**src/rtl/gpio_dualview_port.sv**
```systemverilog
module gpio_dualview_port #(
  parameter int W    = 8,
  parameter int AW   = 5,
  parameter int SYNC = 2
) (
  input  logic          clk,
  input  logic          rst_n,
  input  logic          bus_fast,
  input  logic [AW-1:0] bus_addr,
  input  logic          bus_we,
  input  logic [W-1:0]  bus_wdata,
  output logic [W-1:0]  bus_rdata,
  input  logic [W-1:0]  pad_in,
  output logic [W-1:0]  pad_out,
  output logic [W-1:0]  pad_oe,
  output logic [W-1:0]  pad_pull,
  output logic          irq
);

  localparam logic [AW-1:0] F_DIR    = AW'(5'h00);
  localparam logic [AW-1:0] F_DIRSET = AW'(5'h01);
  localparam logic [AW-1:0] F_DIRCLR = AW'(5'h02);
  localparam logic [AW-1:0] F_DIRTGL = AW'(5'h03);
  localparam logic [AW-1:0] F_OUT    = AW'(5'h04);
  localparam logic [AW-1:0] F_OUTSET = AW'(5'h05);
  localparam logic [AW-1:0] F_OUTCLR = AW'(5'h06);
  localparam logic [AW-1:0] F_OUTTGL = AW'(5'h07);
  localparam logic [AW-1:0] F_IN     = AW'(5'h08);
  localparam logic [AW-1:0] F_FLAGS  = AW'(5'h09);
  localparam int            F_CTRL0  = 16;
  localparam logic [AW-1:0] Q_DIR    = AW'(5'h00);
  localparam logic [AW-1:0] Q_OUT    = AW'(5'h01);
  localparam logic [AW-1:0] Q_IN     = AW'(5'h02);
  localparam logic [AW-1:0] Q_FLAGS  = AW'(5'h03);
  localparam int            CW       = 4;

  logic [W-1:0]      dir_q, out_q, flags_q, prev_q;
  logic [W-1:0]      dir_nx, out_nx, flag_clr, hit, pin_s, eff;
  logic [CW-1:0]     ctrl_q [W];
  logic [SYNC*W-1:0] sync_q;

  wire wr_full = bus_we & ~bus_fast;
  wire wr_fast = bus_we &  bus_fast;

  function automatic logic sense_hit(input logic [2:0] mode, input logic cur, input logic old);
    case (mode)
      3'd1:    return cur ^ old;
      3'd2:    return cur & ~old;
      3'd3:    return ~cur & old;
      3'd5:    return ~cur;
      default: return 1'b0;
    endcase
  endfunction

  always_comb begin
    dir_nx = dir_q;
    out_nx = out_q;
    if (wr_full) begin
      case (bus_addr)
        F_DIR:    dir_nx = bus_wdata;
        F_DIRSET: dir_nx = dir_q | bus_wdata;
        F_DIRCLR: dir_nx = dir_q & ~bus_wdata;
        F_DIRTGL: dir_nx = dir_q ^ bus_wdata;
        F_OUT:    out_nx = bus_wdata;
        F_OUTSET: out_nx = out_q | bus_wdata;
        F_OUTCLR: out_nx = out_q & ~bus_wdata;
        F_OUTTGL: out_nx = out_q ^ bus_wdata;
        default: ;
      endcase
    end
    if (wr_fast && bus_addr == Q_DIR) dir_nx = bus_wdata;
    if (wr_fast && bus_addr == Q_OUT) out_nx = bus_wdata;
  end

  assign flag_clr = ((wr_full && bus_addr == F_FLAGS) || (wr_fast && bus_addr == Q_FLAGS))
                    ? bus_wdata : '0;

  assign pin_s = sync_q[SYNC*W-1 -: W];
  assign eff   = (dir_q & out_q) | (~dir_q & pin_s);

  genvar g;
  generate
    for (g = 0; g < W; g++) begin : g_pin
      assign hit[g]      = sense_hit(ctrl_q[g][2:0], eff[g], prev_q[g]);
      assign pad_pull[g] = ctrl_q[g][3];
    end
  endgenerate

  always_ff @(posedge clk) begin
    if (!rst_n) begin
      dir_q   <= '0;
      out_q   <= '0;
      flags_q <= '0;
      prev_q  <= '0;
      sync_q  <= '0;
      for (int i = 0; i < W; i++) ctrl_q[i] <= '0;
    end else begin
      dir_q   <= dir_nx;
      out_q   <= out_nx;
      prev_q  <= eff;
      sync_q  <= {sync_q[(SYNC-1)*W-1:0], pad_in};
      flags_q <= (flags_q & ~flag_clr) | hit;
      for (int i = 0; i < W; i++)
        if (wr_full && bus_addr == AW'(F_CTRL0 + i)) ctrl_q[i] <= bus_wdata[CW-1:0];
    end
  end

  always_comb begin
    bus_rdata = '0;
    if (bus_fast) begin
      case (bus_addr)
        Q_DIR:   bus_rdata = dir_q;
        Q_OUT:   bus_rdata = out_q;
        Q_IN:    bus_rdata = eff;
        Q_FLAGS: bus_rdata = flags_q;
        default: ;
      endcase
    end else begin
      case (bus_addr)
        F_DIR:   bus_rdata = dir_q;
        F_OUT:   bus_rdata = out_q;
        F_IN:    bus_rdata = eff;
        F_FLAGS: bus_rdata = flags_q;
        default: ;
      endcase
      for (int i = 0; i < W; i++)
        if (bus_addr == AW'(F_CTRL0 + i)) bus_rdata = {{(W-CW){1'b0}}, ctrl_q[i]};
    end
  end

  assign pad_out = out_q;
  assign pad_oe  = dir_q;
  assign irq     = |flags_q;

  logic [W-1:0] quiet;
  generate
    for (g = 0; g < W; g++) begin : g_quiet
      assign quiet[g] = !(ctrl_q[g][2:0] inside {3'd1, 3'd2, 3'd3, 3'd5});
    end
  endgenerate

  AST_QUIET_NO_FLAG: assert property (@(posedge clk) disable iff (!rst_n)
    1'b1 |=> ((flags_q & ~$past(flags_q) & $past(quiet)) == '0));
  AST_HIT_SETS_FLAG: assert property (@(posedge clk) disable iff (!rst_n)
    1'b1 |=> ((flags_q & $past(hit)) == $past(hit)));
  AST_CLEAR_TAKES: assert property (@(posedge clk) disable iff (!rst_n)
    ((flag_clr & ~hit) != '0) |=> ((flags_q & $past(flag_clr & ~hit)) == '0));
  AST_OUTSET_MASK: assert property (@(posedge clk) disable iff (!rst_n)
    (wr_full && bus_addr == F_OUTSET) |=> ((pad_out & $past(bus_wdata)) == $past(bus_wdata)));
  AST_OUTCLR_MASK: assert property (@(posedge clk) disable iff (!rst_n)
    (wr_full && bus_addr == F_OUTCLR) |=> ((pad_out & $past(bus_wdata)) == '0));
  AST_FAST_DIR: assert property (@(posedge clk) disable iff (!rst_n)
    (wr_fast && bus_addr == Q_DIR) |=> (pad_oe == $past(bus_wdata)));
  AST_IRQ_FALL_CAUSE: assert property (@(posedge clk) disable iff (!rst_n)
    $fell(irq) |-> ($past(flag_clr) != '0));

endmodule

```
**config.mk**
```make
export PLATFORM = sky130hd
export DESIGN_NAME = gpio_dualview_port
export DESIGN_NICKNAME = d
export VERILOG_FILES = /design/src/rtl/gpio_dualview_port.sv
export SDC_FILE = /design/constraint.sdc
export NUM_CORES = 1
export LEC_CHECK = 0
export BUFFER_PORTS_ARGS = -buffer_cell sky130_fd_sc_hd__buf_4
export CAP_MARGIN = 20
export CORE_AREA = 5 5 131 121
export DETAILED_ROUTE_END_ITERATION = 8
export DIE_AREA = 0 0 136 126
export GPL_TIMING_DRIVEN = 0
export SYNTH_ARGS = -nofsm -noshare
export SYNTH_HDL_FRONTEND = slang
export SYNTH_SLANG_ARGS = --single-unit
export TNS_END_PERCENT = 100
```
**constraint.sdc**
```tcl
create_clock -name clk -period 3.1 [get_ports clk]
set_input_delay 0.465 -clock clk [delete_from_list [all_inputs] [get_ports clk]]
set_output_delay 0.465 -clock clk [all_outputs]
set_load 0.01 [all_outputs]
```
==> metrics.txt, run 1 <==
# TYPE chip_impl_metric gauge
chip_impl_metric{name="holdPathStages",unit=""} 2
chip_impl_metric{name="max-clock-path-buffers",unit=""} 2
chip_impl_metric{name="num_rows",unit=""} 42
chip_impl_info{name="cp_cell_sequence",value="buf_4, buf_2, nor3_1, and2_1, a221oi_1, o32ai_2, buf_4"} 1
chip_impl_metric{name="register_area",unit="sq um"} 1922
chip_impl_metric{name="setup.reg_to_reg.worst_slack",unit="ns"} 0.70
chip_impl_metric{name="finalSetupViolCount",unit=""} 0
chip_impl_metric{name="dr.pass1.iters",unit=""} 7
chip_impl_metric{name="arrival",unit="ns"} 2.57
chip_impl_metric{name="placement.io_buffers",unit=""} 54
chip_impl_metric{name="fin_ws",unit="ns"} 0.06585
chip_impl_metric{name="setup-tns-final",unit="ns"} 0
chip_impl_metric{name="fmaxAchievable",unit="MHz"} 329.6
chip_impl_metric{name="synthesis.area_per_instance",unit="sq um"} 8.644
chip_impl_info{name="critical_path_class",value="in2out"} 1
chip_impl_metric{name="final_net_count",unit=""} 785
chip_impl_metric{name="route.final.wire_length",unit="microns"} 19580
chip_impl_metric{name="path_buf_inv",unit=""} 3
chip_impl_metric{name="skew",unit="ns"} 0.008436
chip_impl_metric{name="report.power.total",unit="mW"} 2.698
chip_impl_metric{name="antenna_cells",unit=""} 0
chip_impl_info{name="outcome",value="finished clean"} 1
chip_impl_metric{name="htreeDepth",unit=""} 3
chip_impl_metric{name="total_placed_instance_area",unit="sq um"} 6246
chip_impl_info{name="crit_slowest_cell",value="nor3_1"} 1
chip_impl_metric{name="synth_nets",unit=""} 720
chip_impl_metric{name="crit_cells",unit=""} 7
chip_impl_metric{name="synth.cell_area",unit="sq um"} 5593
chip_impl_metric{name="worst_slew_pin_slew",unit="ns"} 0.9515
chip_impl_info{name="grt_setup_unrepaired",value="no"} 1
chip_impl_metric{name="netlist-cell-type-count",unit=""} 69
chip_impl_metric{name="clkLatencyLatePin",unit="ns"} 0.35
chip_impl_metric{name="postRouteAntennaNets",unit=""} 0
chip_impl_metric{name="drt_iter0_markers",unit=""} 498
chip_impl_info{name="timing.hold.worst.start",value="pad_in[3]"} 1
chip_impl_metric{name="area_added_between_synthesis_and_finish",unit="%"} 17.00
chip_impl_metric{name="numCtsBuffers",unit=""} 9
chip_impl_metric{name="route.vias.total",unit=""} 5294
chip_impl_metric{name="grt_pass1_vias",unit=""} 5155
chip_impl_metric{name="detail_route.drc_violations",unit=""} 0
chip_impl_metric{name="yosys_warnings",unit=""} 0
chip_impl_info{name="worstHoldEndpoint",value="sync_q[3]"} 1
chip_impl_metric{name="die_footprint",unit="sq um"} 17140
chip_impl_metric{name="finalInstanceArea",unit="sq um"} 6544
chip_impl_metric{name="vias_per_cell",unit=""} 5.786
chip_impl_metric{name="overall_overflow_remaining_after_global_route",unit=""} 0
chip_impl_info{name="worstReg2RegStart",value="pad_oe[6]"} 1
chip_impl_info{name="worstSetupEndpointType",value="output port"} 1
chip_impl_info{name="clock-root-buffer",value="clkbuf_16"} 1
chip_impl_metric{name="worst-path-max-fanout",unit=""} 10
chip_impl_metric{name="grt_pass1_wl",unit="microns"} 30000
chip_impl_metric{name="slowest_delay",unit="ns"} 0.75
chip_impl_metric{name="drive_gt1_share",unit="%"} 17.57
chip_impl_metric{name="routedWlPerCell",unit="microns"} 21.39
chip_impl_metric{name="synthesis_stage_register_bit_count",unit=""} 80
chip_impl_info{name="cts_tree",value="built"} 1
chip_impl_metric{name="cts_hold_buf",unit=""} 0
chip_impl_metric{name="pre_cts_ws",unit="ns"} 0.03668
chip_impl_metric{name="syn-instance-count",unit=""} 647
chip_impl_metric{name="floorplan.io_pins",unit=""} 58
chip_impl_metric{name="floorplan.die.width",unit="microns"} 136
chip_impl_info{name="worst_path_dominant_cell_family",value="simple AND/OR/NAND/NOR gates"} 1
chip_impl_metric{name="core-area",unit="sq um"} 14350
chip_impl_metric{name="final_core_utilization",unit="%"} 45.61
chip_impl_metric{name="fillerInstances",unit=""} 1429
chip_impl_metric{name="timing_hold_violations_final",unit=""} 0
chip_impl_metric{name="numClockSinks",unit=""} 80
chip_impl_metric{name="hpwlAfterDp",unit="microns"} 14950
chip_impl_metric{name="floorplan.initialDensity",unit="%"} 38.98
chip_impl_info{name="min-delay-path-class",value="in2reg"} 1
chip_impl_metric{name="reg2regPathDepth",unit=""} 8
chip_impl_info{name="startpoint_type",value="primary input"} 1
chip_impl_metric{name="number_of_antenna_violations_at_the_first_check_in_global_routing",unit=""} 0
chip_impl_metric{name="power.leakage",unit="nW"} 2.633
chip_impl_info{name="ys_flop_type",value="dfxtp_1"} 1
chip_impl_metric{name="worstPathRequired",unit="ns"} 2.63
chip_impl_metric{name="powerDensity",unit="nW/um^2"} 412.3
chip_impl_metric{name="max-slew-margin-rel",unit="%"} 36.08
chip_impl_metric{name="synth_enable_flop_cells",unit=""} 32
chip_impl_info{name="worstReg2RegEnd",value="flags_q[6]"} 1
chip_impl_info{name="critical-path-top-cell-by-count",value="buf_4"} 1
chip_impl_metric{name="clkSlewWorstSetupHoldPaths",unit="ns"} 0.06
chip_impl_metric{name="multi_input_area",unit="sq um"} 3237
chip_impl_metric{name="synth_seq_area_share",unit="%"} 34.36
chip_impl_metric{name="grt_util_all_layers",unit="%"} 23.11
chip_impl_metric{name="share_of_the_clock_period_used_by_the_worst_path",unit="%"} 97.88
chip_impl_metric{name="gp_routability_congestion",unit=""} 0.9816
chip_impl_metric{name="drv_slew",unit=""} 0
chip_impl_metric{name="maximum_number_of_pins_on_one_net_before_global_route_repair",unit=""} 15
chip_impl_metric{name="layout_min_cycle_time",unit="ns"} 3.034
chip_impl_metric{name="die_y",unit="microns"} 126
chip_impl_metric{name="async_flop_share",unit="%"} 0
chip_impl_metric{name="power.ir.vdd_worst",unit="V"} 0.0003286
chip_impl_metric{name="timing.max_cap.violations",unit=""} 0
chip_impl_metric{name="post-cts-setup-buffer-count",unit=""} 0
## power by group
part	internal, mW	leakage [nW]	total [mW]	switching [mW]
logic	0.173	1.80	0.441	0.268
registers	1.15	0.698	1.20	0.0561
clock network	0.591	0.140	1.05	0.463
## cells in the final DEF (no fill, tap or decap), types with 3 or more instances in the layout
cell / count
and2_1: 17
dfxtp_1: 48
nor3b_1: 9
or3b_1: 3
nand3_1: 5
o2bb2ai_1: 3
a22oi_1: 8
a21boi_1: 8
nor4_1: 4
o21a_1: 9
edfxtp_1: 32
o21ai_0: 44
nand4b_1: 8
buf_4: 64
a211o_1: 3
nor2_1: 67
nor3_1: 10
buf_2: 14
clkbuf_1: 15
and3_1: 3
o21ai_1: 8
a21oi_1: 42
nand2_1: 50
a21boi_0: 3
o221ai_1: 10
a222oi_1: 6
inv_1: 45
a41oi_1: 3
clkbuf_16: 10
o221a_2: 5
mux2i_1: 14
nor2b_1: 4
buf_6: 4
mux2_2: 8
a221oi_1: 4
ha_1: 48
nand2b_1: 21
nand3b_1: 4
o22ai_1: 7
## registers in the layout, summed over array words and instances, names as in the netlist
register  count
flags_q       8
pad_out       8
pad_oe        8
ctrl_q       32
sync_q       16
prev_q        8
## cell usage after synthesis, types with 4 or more instances
cell      instances  share of area (%)
ha_1             48                 11
nand2_1          50                3.4
o21ai_0          44                3.9
mux2_2            8                1.6
buf_4            10                1.3
nand3_1           5               0.45
buf_2            14                1.3
a222oi_1          6                1.1
edfxtp_1         32                 17
clkbuf_1         16                1.1
nand3b_1          4               0.54
a21oi_1          42                3.8
nor2_1           67                4.5
dfxtp_1          48                 17
mux2i_1          15                2.7
a22oi_1           8                1.1
buf_6             4               0.81
nor3_1           10               0.89
a221oi_1          4               0.63
o22ai_1           7               0.78
o221ai_1         10                1.6
o21a_1            9                1.2
inv_1            45                3.0
nor2b_1           4               0.45
nand2b_1         21                2.3
nand4b_1          8                1.3
nor4_1            4               0.45
o221a_2           5                1.0
and2_1           17                1.9
o21ai_1           8               0.72
a21boi_1          8                1.1
nor3b_1           9                1.2
## per-layer routing
metal  track usage (%)  vias to the layer above  part of all wire (%)
li1                  -                     2450                     -
met1             32.07                     2584                    45
met2             35.62                      226                    45
met3             5.223                       34                   8.1
met4             7.528                        0                   2.3
met5                 0                        -                     0
## what timing repair did
item                                    CTS  global route
endpoints found under the setup margin    0             6
resized for setup                         0             3
endpoints found under the hold margin     0             0
## worst max-delay path by stage
| stage | end | startpoint |
|---|---|---|
| after floorplan | bus_rdata[3] | bus_addr[4] |
| after global placement | bus_rdata[1] | bus_addr[1] |
| after detailed placement | bus_rdata[6] | bus_addr[1] |
| after CTS | bus_rdata[1] | bus_addr[1] |
| after global routing | bus_rdata[3] | bus_addr[1] |
| final | bus_rdata[3] | bus_addr[1] |
## logic make-up after synthesis
| kind of cell | synth area share (%) |
|---|---|
| simple gates | 20.40 |
| compound gates | 22.37 |
| buf+inv | 7.830 |
| flops | 34.36 |
| fa+ha+maj | 10.74 |
| mux | 4.295 |
## layout make-up
type	count	area share (%)
tap	198	3.786
buffer	46	3.958
timing repair buffer	54	6.195
clock buffer	10	3.824
inverter	48	2.753
clock inverter	6	0.6501
sequential	80	29.37
multi-input combinational	473	49.46
## metrics by stage
step | hold WS (ns) | std cells
2_1_floorplan | 0.4119 | 647
3_3_place_gp | 0.4156 | 899
3_5_place_dp | 0.4169 | 899
4_1_cts | 0.3083 | 915
5_1_grt | 0.3043 | 915
6_report | 0.3186 | 915
Power figures use the tool's default switching activity.
==> run 2, diff against run 1 <==
--- a/config.mk
+++ b/config.mk
@@ -14,4 +14,3 @@
 export SYNTH_ARGS = -nofsm -noshare
 export SYNTH_HDL_FRONTEND = slang
 export SYNTH_SLANG_ARGS = --single-unit
-export TNS_END_PERCENT = 100
==> constraint.sdc (replaced) <==
create_clock -name clk -period 3.1 [get_ports clk]
set_input_delay 0.62 -clock clk [delete_from_list [all_inputs] [get_ports clk]]
set_output_delay 0.62 -clock clk [all_outputs]
set_load 0.01 [all_outputs]
==> metrics.txt, run 2 (same netlist as run 1, synthesis figures left out) <==
# TYPE chip_impl_metric gauge
chip_impl_metric{name="number_of_flip_flops_in_the_largest_register",unit=""} 32
chip_impl_metric{name="floorplan.initialDensity",unit="%"} 38.98
chip_impl_metric{name="drv_slew",unit=""} 0
chip_impl_metric{name="grt_pass1_vias",unit=""} 5147
chip_impl_metric{name="timing_hold_violations_final",unit=""} 0
chip_impl_metric{name="holdPathStages",unit=""} 1
chip_impl_metric{name="numCtsBuffers",unit=""} 9
chip_impl_metric{name="groute.layer.met2.usage",unit="%"} 35.30
chip_impl_metric{name="grt_pass1_wl",unit="microns"} 30010
chip_impl_metric{name="route.final.wire_length",unit="microns"} 19510
chip_impl_metric{name="globalRouteMet3Util",unit="%"} 5.423
chip_impl_metric{name="dr.pass1.iters",unit=""} 7
chip_impl_metric{name="route.vias.total",unit=""} 5283
chip_impl_metric{name="power.ir.vdd_worst",unit="V"} 0.0003291
chip_impl_metric{name="arrival",unit="ns"} 2.42
chip_impl_info{name="clock-root-buffer",value="clkbuf_16"} 1
chip_impl_metric{name="antenna_cells",unit=""} 0
chip_impl_info{name="critical_path_class",value="reg2out"} 1
chip_impl_metric{name="share_of_the_clock_period_used_by_the_worst_path",unit="%"} 98.21
chip_impl_metric{name="area_added_between_synthesis_and_finish",unit="%"} 17.85
chip_impl_info{name="worstSetupEndpointType",value="output port"} 1
chip_impl_metric{name="worst_slew_pin_slew",unit="ns"} 0.8206
chip_impl_metric{name="drt_iter0_markers",unit=""} 540
chip_impl_metric{name="setup.reg_to_reg.worst_slack",unit="ns"} 0.71
chip_impl_metric{name="detail_route.drc_violations",unit=""} 0
chip_impl_metric{name="placement.io_buffers",unit=""} 54
chip_impl_metric{name="overall_overflow_remaining_after_global_route",unit=""} 0
chip_impl_metric{name="fmaxAchievable",unit="MHz"} 328.5
chip_impl_metric{name="worstPathRequired",unit="ns"} 2.48
chip_impl_metric{name="maximum_number_of_pins_on_one_net_before_global_route_repair",unit=""} 20
chip_impl_metric{name="gp_routability_congestion",unit=""} 0.9816
chip_impl_info{name="cts_tree",value="built"} 1
chip_impl_metric{name="die_y",unit="microns"} 126
chip_impl_metric{name="numClockSinks",unit=""} 80
chip_impl_metric{name="powerDensity",unit="nW/um^2"} 409.7
chip_impl_info{name="grt_setup_unrepaired",value="no"} 1
chip_impl_info{name="layout_top_registers",value="ctrl_q x32, sync_q x16"} 1
chip_impl_metric{name="postRouteAntennaNets",unit=""} 0
chip_impl_metric{name="skew",unit="ns"} 0.008208
chip_impl_metric{name="num_rows",unit=""} 42
chip_impl_info{name="timing.hold.worst.start",value="sync_q[4]"} 1
chip_impl_metric{name="pre_cts_ws",unit="ns"} -0.2733
chip_impl_metric{name="setup-tns-final",unit="ns"} 0
chip_impl_metric{name="drive_gt1_share",unit="%"} 18.63
chip_impl_metric{name="grt_util_all_layers",unit="%"} 23.07
chip_impl_metric{name="finalSetupViolCount",unit=""} 0
chip_impl_metric{name="floorplan.io_pins",unit=""} 58
chip_impl_metric{name="place_inst",unit=""} 899
chip_impl_metric{name="core-area",unit="sq um"} 14350
chip_impl_metric{name="worst-path-max-fanout",unit=""} 8
chip_impl_info{name="layout_common_cells",value="67 x nor2_1, 65 x buf_4, 50 x nand2_1"} 1
chip_impl_metric{name="max-clock-path-buffers",unit=""} 2
chip_impl_metric{name="layout_min_cycle_time",unit="ns"} 3.044
chip_impl_info{name="layout.cells.most_common",value="nor2_1"} 1
chip_impl_info{name="registers.top_by_ff_count",value="ctrl_q"} 1
chip_impl_metric{name="routedWlPerCell",unit="microns"} 21.39
chip_impl_metric{name="post-cts-setup-buffer-count",unit=""} 0
chip_impl_metric{name="clkLatencyLatePin",unit="ns"} 0.35
chip_impl_metric{name="vias_per_cell",unit=""} 5.793
chip_impl_info{name="min-delay-path-class",value="reg2reg"} 1
chip_impl_metric{name="final_net_count",unit=""} 782
chip_impl_info{name="outcome",value="finished clean"} 1
chip_impl_metric{name="hpwlAfterDp",unit="microns"} 14950
chip_impl_info{name="worstReg2RegStart",value="pad_oe[6]"} 1
chip_impl_metric{name="htreeDepth",unit=""} 3
chip_impl_info{name="startpoint_type",value="flop"} 1
chip_impl_metric{name="number_of_antenna_violations_at_the_first_check_in_global_routing",unit=""} 0
chip_impl_metric{name="reg2regPathDepth",unit=""} 8
chip_impl_info{name="worstHoldEndpoint",value="sync_q[12]"} 1
chip_impl_metric{name="clkSlewWorstSetupHoldPaths",unit="ns"} 0.06
chip_impl_info{name="worstReg2RegEnd",value="flags_q[6]"} 1
chip_impl_metric{name="timing.max_cap.violations",unit=""} 0
chip_impl_info{name="grt-busiest-layer",value="met2"} 1
chip_impl_metric{name="power.leakage",unit="nW"} 2.648
chip_impl_metric{name="fillerInstances",unit=""} 1424
chip_impl_metric{name="die_footprint",unit="sq um"} 17140
chip_impl_metric{name="gr-usage-met1",unit="%"} 31.91
chip_impl_metric{name="fin_ws",unit="ns"} 0.05560
chip_impl_metric{name="floorplan.die.width",unit="microns"} 136
chip_impl_metric{name="max-slew-margin-rel",unit="%"} 44.71
chip_impl_metric{name="final-instance-count-excl-fill",unit=""} 912
## run 2: changes by cell type in the layout (fill, tap and decap cells not counted), moves of 2 or more
cell and change:
buf_2 -5, clkbuf_1 -3, buf_6 +2, nand2b_1 -2
## run 2: per-layer routing
layer | up-vias | wire length, microns
met2 | 229 | 8682
met3 | 39 | 1523
met4 | 0 | 481
met1 | 2568 | 8818
li1 | 2447 | -
met5 | - | 0
## run 2: report_power, final
group | internal [mW] | switching [mW]
clock | 0.591 | 0.460
combinational | 0.177 | 0.270
sequential | 1.15 | 0.0562
total | 1.91 | 0.786
## run 2: what timing repair did
action / CTS / global route
endpoints found under the setup margin: 8 / 6
pin swaps: 1 / 3
resized for setup: 9 / 12
hold buffers: 0 / 0
## run 2: critical path, cell delays in order, from the launching register on
cell and delay (ns):
dfxtp_1 0.50, nand2b_1 0.17, a21boi_0 0.56, o21ai_0 0.19, a222oi_1 0.30, o22ai_1 0.16, buf_4 0.19
## run 2: area by class of cell
| type | instances | area, sq um | area share, % |
|---|---|---|---|
| Buffer | 43 | 265.3 | 4.024 |
| Timing Repair Buffer | 54 | 405.4 | 6.150 |
| Inverter | 48 | 180.2 | 2.733 |
| Clock inverter | 6 | 42.54 | 0.6454 |
| Sequential cell | 80 | 1923 | 29.18 |
| Multi-Input combinational cell | 473 | 3277 | 49.72 |
| Tap cell | 198 | 247.7 | 3.759 |
| Clock buffer | 10 | 250.2 | 3.797 |
## run 2: worst max path at each step
stage / start / endpoint / slack (ns) / depth (start not counted)
floorplan: bus_addr[4] / bus_rdata[3] / 0.51 / 7
global placement: bus_addr[1] / bus_rdata[1] / -0.31 / 8
detailed placement: bus_addr[1] / bus_rdata[6] / -0.27 / 8
CTS: bus_addr[0] / bus_rdata[1] / 0.01 / 8
global route: bus_addr[3] / bus_rdata[1] / 0.01 / 9
finish: pad_oe[6] / bus_rdata[6] / 0.06 / 6
## run 2: through the flow
step / hold slack (ns) / total power [mW] / util [%] / cell area, sq um
2_1_floorplan: 0.4119 / 1.471 / - / 5593
3_3_place_gp: 0.4156 / 1.645 / 43.54 / 6246
3_5_place_dp: 0.4169 / 1.656 / 43.54 / 6246
4_1_cts: 0.4312 / 2.711 / 45.75 / 6564
5_1_grt: 0.4452 / 2.806 / 45.94 / 6591
6_report: 0.4309 / 2.701 / 45.94 / 6591
==> run 3, diff against run 2 <==
--- a/config.mk
+++ b/config.mk
@@ -8,9 +8,11 @@
 export BUFFER_PORTS_ARGS = -buffer_cell sky130_fd_sc_hd__buf_4
 export CAP_MARGIN = 20
 export CORE_AREA = 5 5 131 121
+export CTS_BUF_LIST = sky130_fd_sc_hd__clkbuf_8
 export DETAILED_ROUTE_END_ITERATION = 8
 export DIE_AREA = 0 0 136 126
 export GPL_TIMING_DRIVEN = 0
+export SLEW_MARGIN = 20
 export SYNTH_ARGS = -nofsm -noshare
 export SYNTH_HDL_FRONTEND = slang
 export SYNTH_SLANG_ARGS = --single-unit
==> metrics.txt, run 3 (same netlist as run 1, synthesis figures left out) <==
# TYPE chip_impl_metric gauge
chip_impl_metric{name="fin_ws",unit="ns"} 0.04415
chip_impl_metric{name="arrival",unit="ns"} 2.44
chip_impl_metric{name="die_footprint",unit="sq um"} 17140
chip_impl_metric{name="worstPathRequired",unit="ns"} 2.48
chip_impl_metric{name="grt_util_all_layers",unit="%"} 23.03
chip_impl_metric{name="timing_hold_violations_final",unit=""} 0
chip_impl_metric{name="num_rows",unit=""} 42
chip_impl_metric{name="skew",unit="ns"} 0.01203
chip_impl_metric{name="max-slew-margin-rel",unit="%"} 45.73
chip_impl_info{name="layout_common_cells",value="67 x nor2_1, 65 x buf_4, 50 x nand2_1"} 1
chip_impl_info{name="layout.cells.most_common",value="nor2_1"} 1
chip_impl_metric{name="fillerInstances",unit=""} 1435
chip_impl_metric{name="powerDensity",unit="nW/um^2"} 376.8
chip_impl_metric{name="htreeDepth",unit=""} 3
chip_impl_metric{name="final_net_count",unit=""} 782
chip_impl_metric{name="total_placed_instance_area",unit="sq um"} 6246
chip_impl_metric{name="power.ir.vdd_worst",unit="V"} 0.0002926
chip_impl_metric{name="setup.reg_to_reg.worst_slack",unit="ns"} 0.80
chip_impl_metric{name="area_added_between_synthesis_and_finish",unit="%"} 15.95
chip_impl_metric{name="route.vias.total",unit=""} 5327
chip_impl_metric{name="overall_overflow_remaining_after_global_route",unit=""} 0
chip_impl_info{name="cts_tree",value="built"} 1
chip_impl_metric{name="reg2regPathDepth",unit=""} 8
chip_impl_info{name="worstSetupEndpointType",value="output port"} 1
chip_impl_metric{name="clkLatencyLatePin",unit="ns"} 0.39
chip_impl_info{name="worstReg2RegStart",value="pad_oe[7]"} 1
chip_impl_metric{name="final_core_utilization",unit="%"} 45.20
chip_impl_metric{name="pre_cts_ws",unit="ns"} -0.2733
chip_impl_info{name="grt_setup_unrepaired",value="yes"} 1
chip_impl_metric{name="number_of_flip_flops_in_the_largest_register",unit=""} 32
chip_impl_metric{name="max-clock-path-buffers",unit=""} 2
chip_impl_metric{name="numCtsBuffers",unit=""} 9
chip_impl_info{name="min-delay-path-class",value="reg2reg"} 1
chip_impl_metric{name="drive_gt1_share",unit="%"} 18.35
chip_impl_metric{name="dr.pass1.iters",unit=""} 7
chip_impl_metric{name="post-cts-setup-buffer-count",unit=""} 0
chip_impl_metric{name="fmaxAchievable",unit="MHz"} 327.2
chip_impl_metric{name="vias_per_cell",unit=""} 5.841
chip_impl_metric{name="clkSlewWorstSetupHoldPaths",unit="ns"} 0.08
chip_impl_metric{name="layout_min_cycle_time",unit="ns"} 3.056
chip_impl_metric{name="detail_route.drc_violations",unit=""} 0
chip_impl_metric{name="postRouteAntennaNets",unit=""} 0
chip_impl_metric{name="grt_pass1_vias",unit=""} 5180
chip_impl_metric{name="place_inst",unit=""} 899
chip_impl_metric{name="cts_hold_buf",unit=""} 0
chip_impl_metric{name="routedWlPerCell",unit="microns"} 21.45
chip_impl_info{name="clock-root-buffer",value="clkbuf_8"} 1
chip_impl_metric{name="number_of_antenna_violations_at_the_first_check_in_global_routing",unit=""} 0
chip_impl_metric{name="placement.io_buffers",unit=""} 54
chip_impl_info{name="critical_path_class",value="in2out"} 1
chip_impl_metric{name="gr-usage-met1",unit="%"} 31.39
chip_impl_metric{name="drv_slew",unit=""} 0
chip_impl_info{name="worstHoldEndpoint",value="sync_q[15]"} 1
chip_impl_metric{name="drt_iter0_markers",unit=""} 462
chip_impl_metric{name="floorplan.die.width",unit="microns"} 136
chip_impl_info{name="registers.top_by_ff_count",value="ctrl_q"} 1
chip_impl_info{name="layout_top_registers",value="ctrl_q x32, sync_q x16"} 1
chip_impl_metric{name="finalSetupViolCount",unit=""} 0
chip_impl_metric{name="grt_pass1_wl",unit="microns"} 29950
chip_impl_metric{name="die_y",unit="microns"} 126
chip_impl_metric{name="power.leakage",unit="nW"} 2.601
chip_impl_info{name="grt-busiest-layer",value="met2"} 1
chip_impl_metric{name="worst-path-max-fanout",unit=""} 10
chip_impl_metric{name="maximum_number_of_pins_on_one_net_before_global_route_repair",unit=""} 20
chip_impl_info{name="worstReg2RegEnd",value="flags_q[7]"} 1
chip_impl_metric{name="numClockSinks",unit=""} 80
chip_impl_metric{name="route.final.wire_length",unit="microns"} 19570
chip_impl_metric{name="gp_routability_congestion",unit=""} 0.9816
chip_impl_metric{name="finalInstanceArea",unit="sq um"} 6485
chip_impl_metric{name="worst_slew_pin_slew",unit="ns"} 0.8055
chip_impl_metric{name="final-instance-count-excl-fill",unit=""} 912
chip_impl_metric{name="floorplan.initialDensity",unit="%"} 38.98
chip_impl_metric{name="hpwlAfterDp",unit="microns"} 14950
chip_impl_metric{name="hold_ws",unit="ns"} 0.4363
chip_impl_metric{name="globalRouteMet3Util",unit="%"} 6.061
chip_impl_info{name="timing.hold.worst.start",value="sync_q[7]"} 1
chip_impl_info{name="startpoint_type",value="primary input"} 1
chip_impl_metric{name="antenna_cells",unit=""} 0
chip_impl_info{name="outcome",value="finished clean"} 1
chip_impl_metric{name="share_of_the_clock_period_used_by_the_worst_path",unit="%"} 98.58
chip_impl_metric{name="core-area",unit="sq um"} 14350
chip_impl_metric{name="groute.layer.met2.usage",unit="%"} 35.30
chip_impl_metric{name="holdPathStages",unit=""} 1
chip_impl_metric{name="timing.max_cap.violations",unit=""} 0
chip_impl_metric{name="floorplan.io_pins",unit=""} 58
[run 3: cell types whose count changed in the layout (fill, tap and decap cells not counted), sizes merged]
cell / delta
clkbuf: -1
bufinv: +1
[run 3: worst max path at each step]
stage / startpoint / to / slack, ns / depth (start not counted)
after floorplan: bus_addr[4] / bus_rdata[3] / 0.51 / 7
after global placement: bus_addr[1] / bus_rdata[1] / -0.31 / 8
after detailed placement: bus_addr[1] / bus_rdata[6] / -0.27 / 8
after CTS: pad_oe[2] / bus_rdata[2] / 0.0002 / 6
after global routing: bus_addr[3] / bus_rdata[1] / -0.002 / 9
final: bus_addr[3] / bus_rdata[1] / 0.04 / 8
[run 3: worst max-delay path, stage by stage]
cell and delay [ns]:
buf_4 0.13, buf_4 0.17, nor2b_1 0.46, a32o_1 0.22, a221o_1 0.19, a221oi_2 0.09, o31ai_1 0.36, buf_4 0.19
[run 3: per-stage QoR]
| stage | total power, mW | setup TNS (ns) |
|---|---|---|
| finish | 2.443 | 0 |
| global route | 2.551 | -0.002408 |
| CTS | 2.454 | 0 |
| detailed placement | 1.656 | -1.667 |
| global placement | 1.645 | -1.794 |
| floorplan | 1.471 | 0 |
[run 3: repair_timing]
item	4_1_cts	5_1_grt
pin swaps	1	2
gates resized for setup	10	11
endpoints found under the setup margin	8	6
[run 3: metal layers]
metal | vias to the layer above | wire length, microns
met5 | - | 0
met4 | 0 | 488
li1 | 2441 | -
met2 | 223 | 8755
met1 | 2622 | 8588
met3 | 41 | 1732
[run 3: area by class of cell]
class                           instances  area, sq um  share of cell area, %
Multi-Input combinational cell        473         3267                  50.38
Sequential cell                        80         1923                  29.65
Timing Repair Buffer                   54        405.4                  6.251
Buffer                                 43        265.3                  4.090
Tap cell                              198        247.7                  3.820
Inverter                               48        180.2                  2.778
Clock buffer                            9        123.9                  1.910
Clock inverter                          7        72.57                  1.119
[run 3: report_power, final]
group	switching (mW)	internal [mW]	total, mW
Combinational	0.269	0.176	0.446
Sequential	0.0565	1.15	1.20
Clock	0.425	0.371	0.796
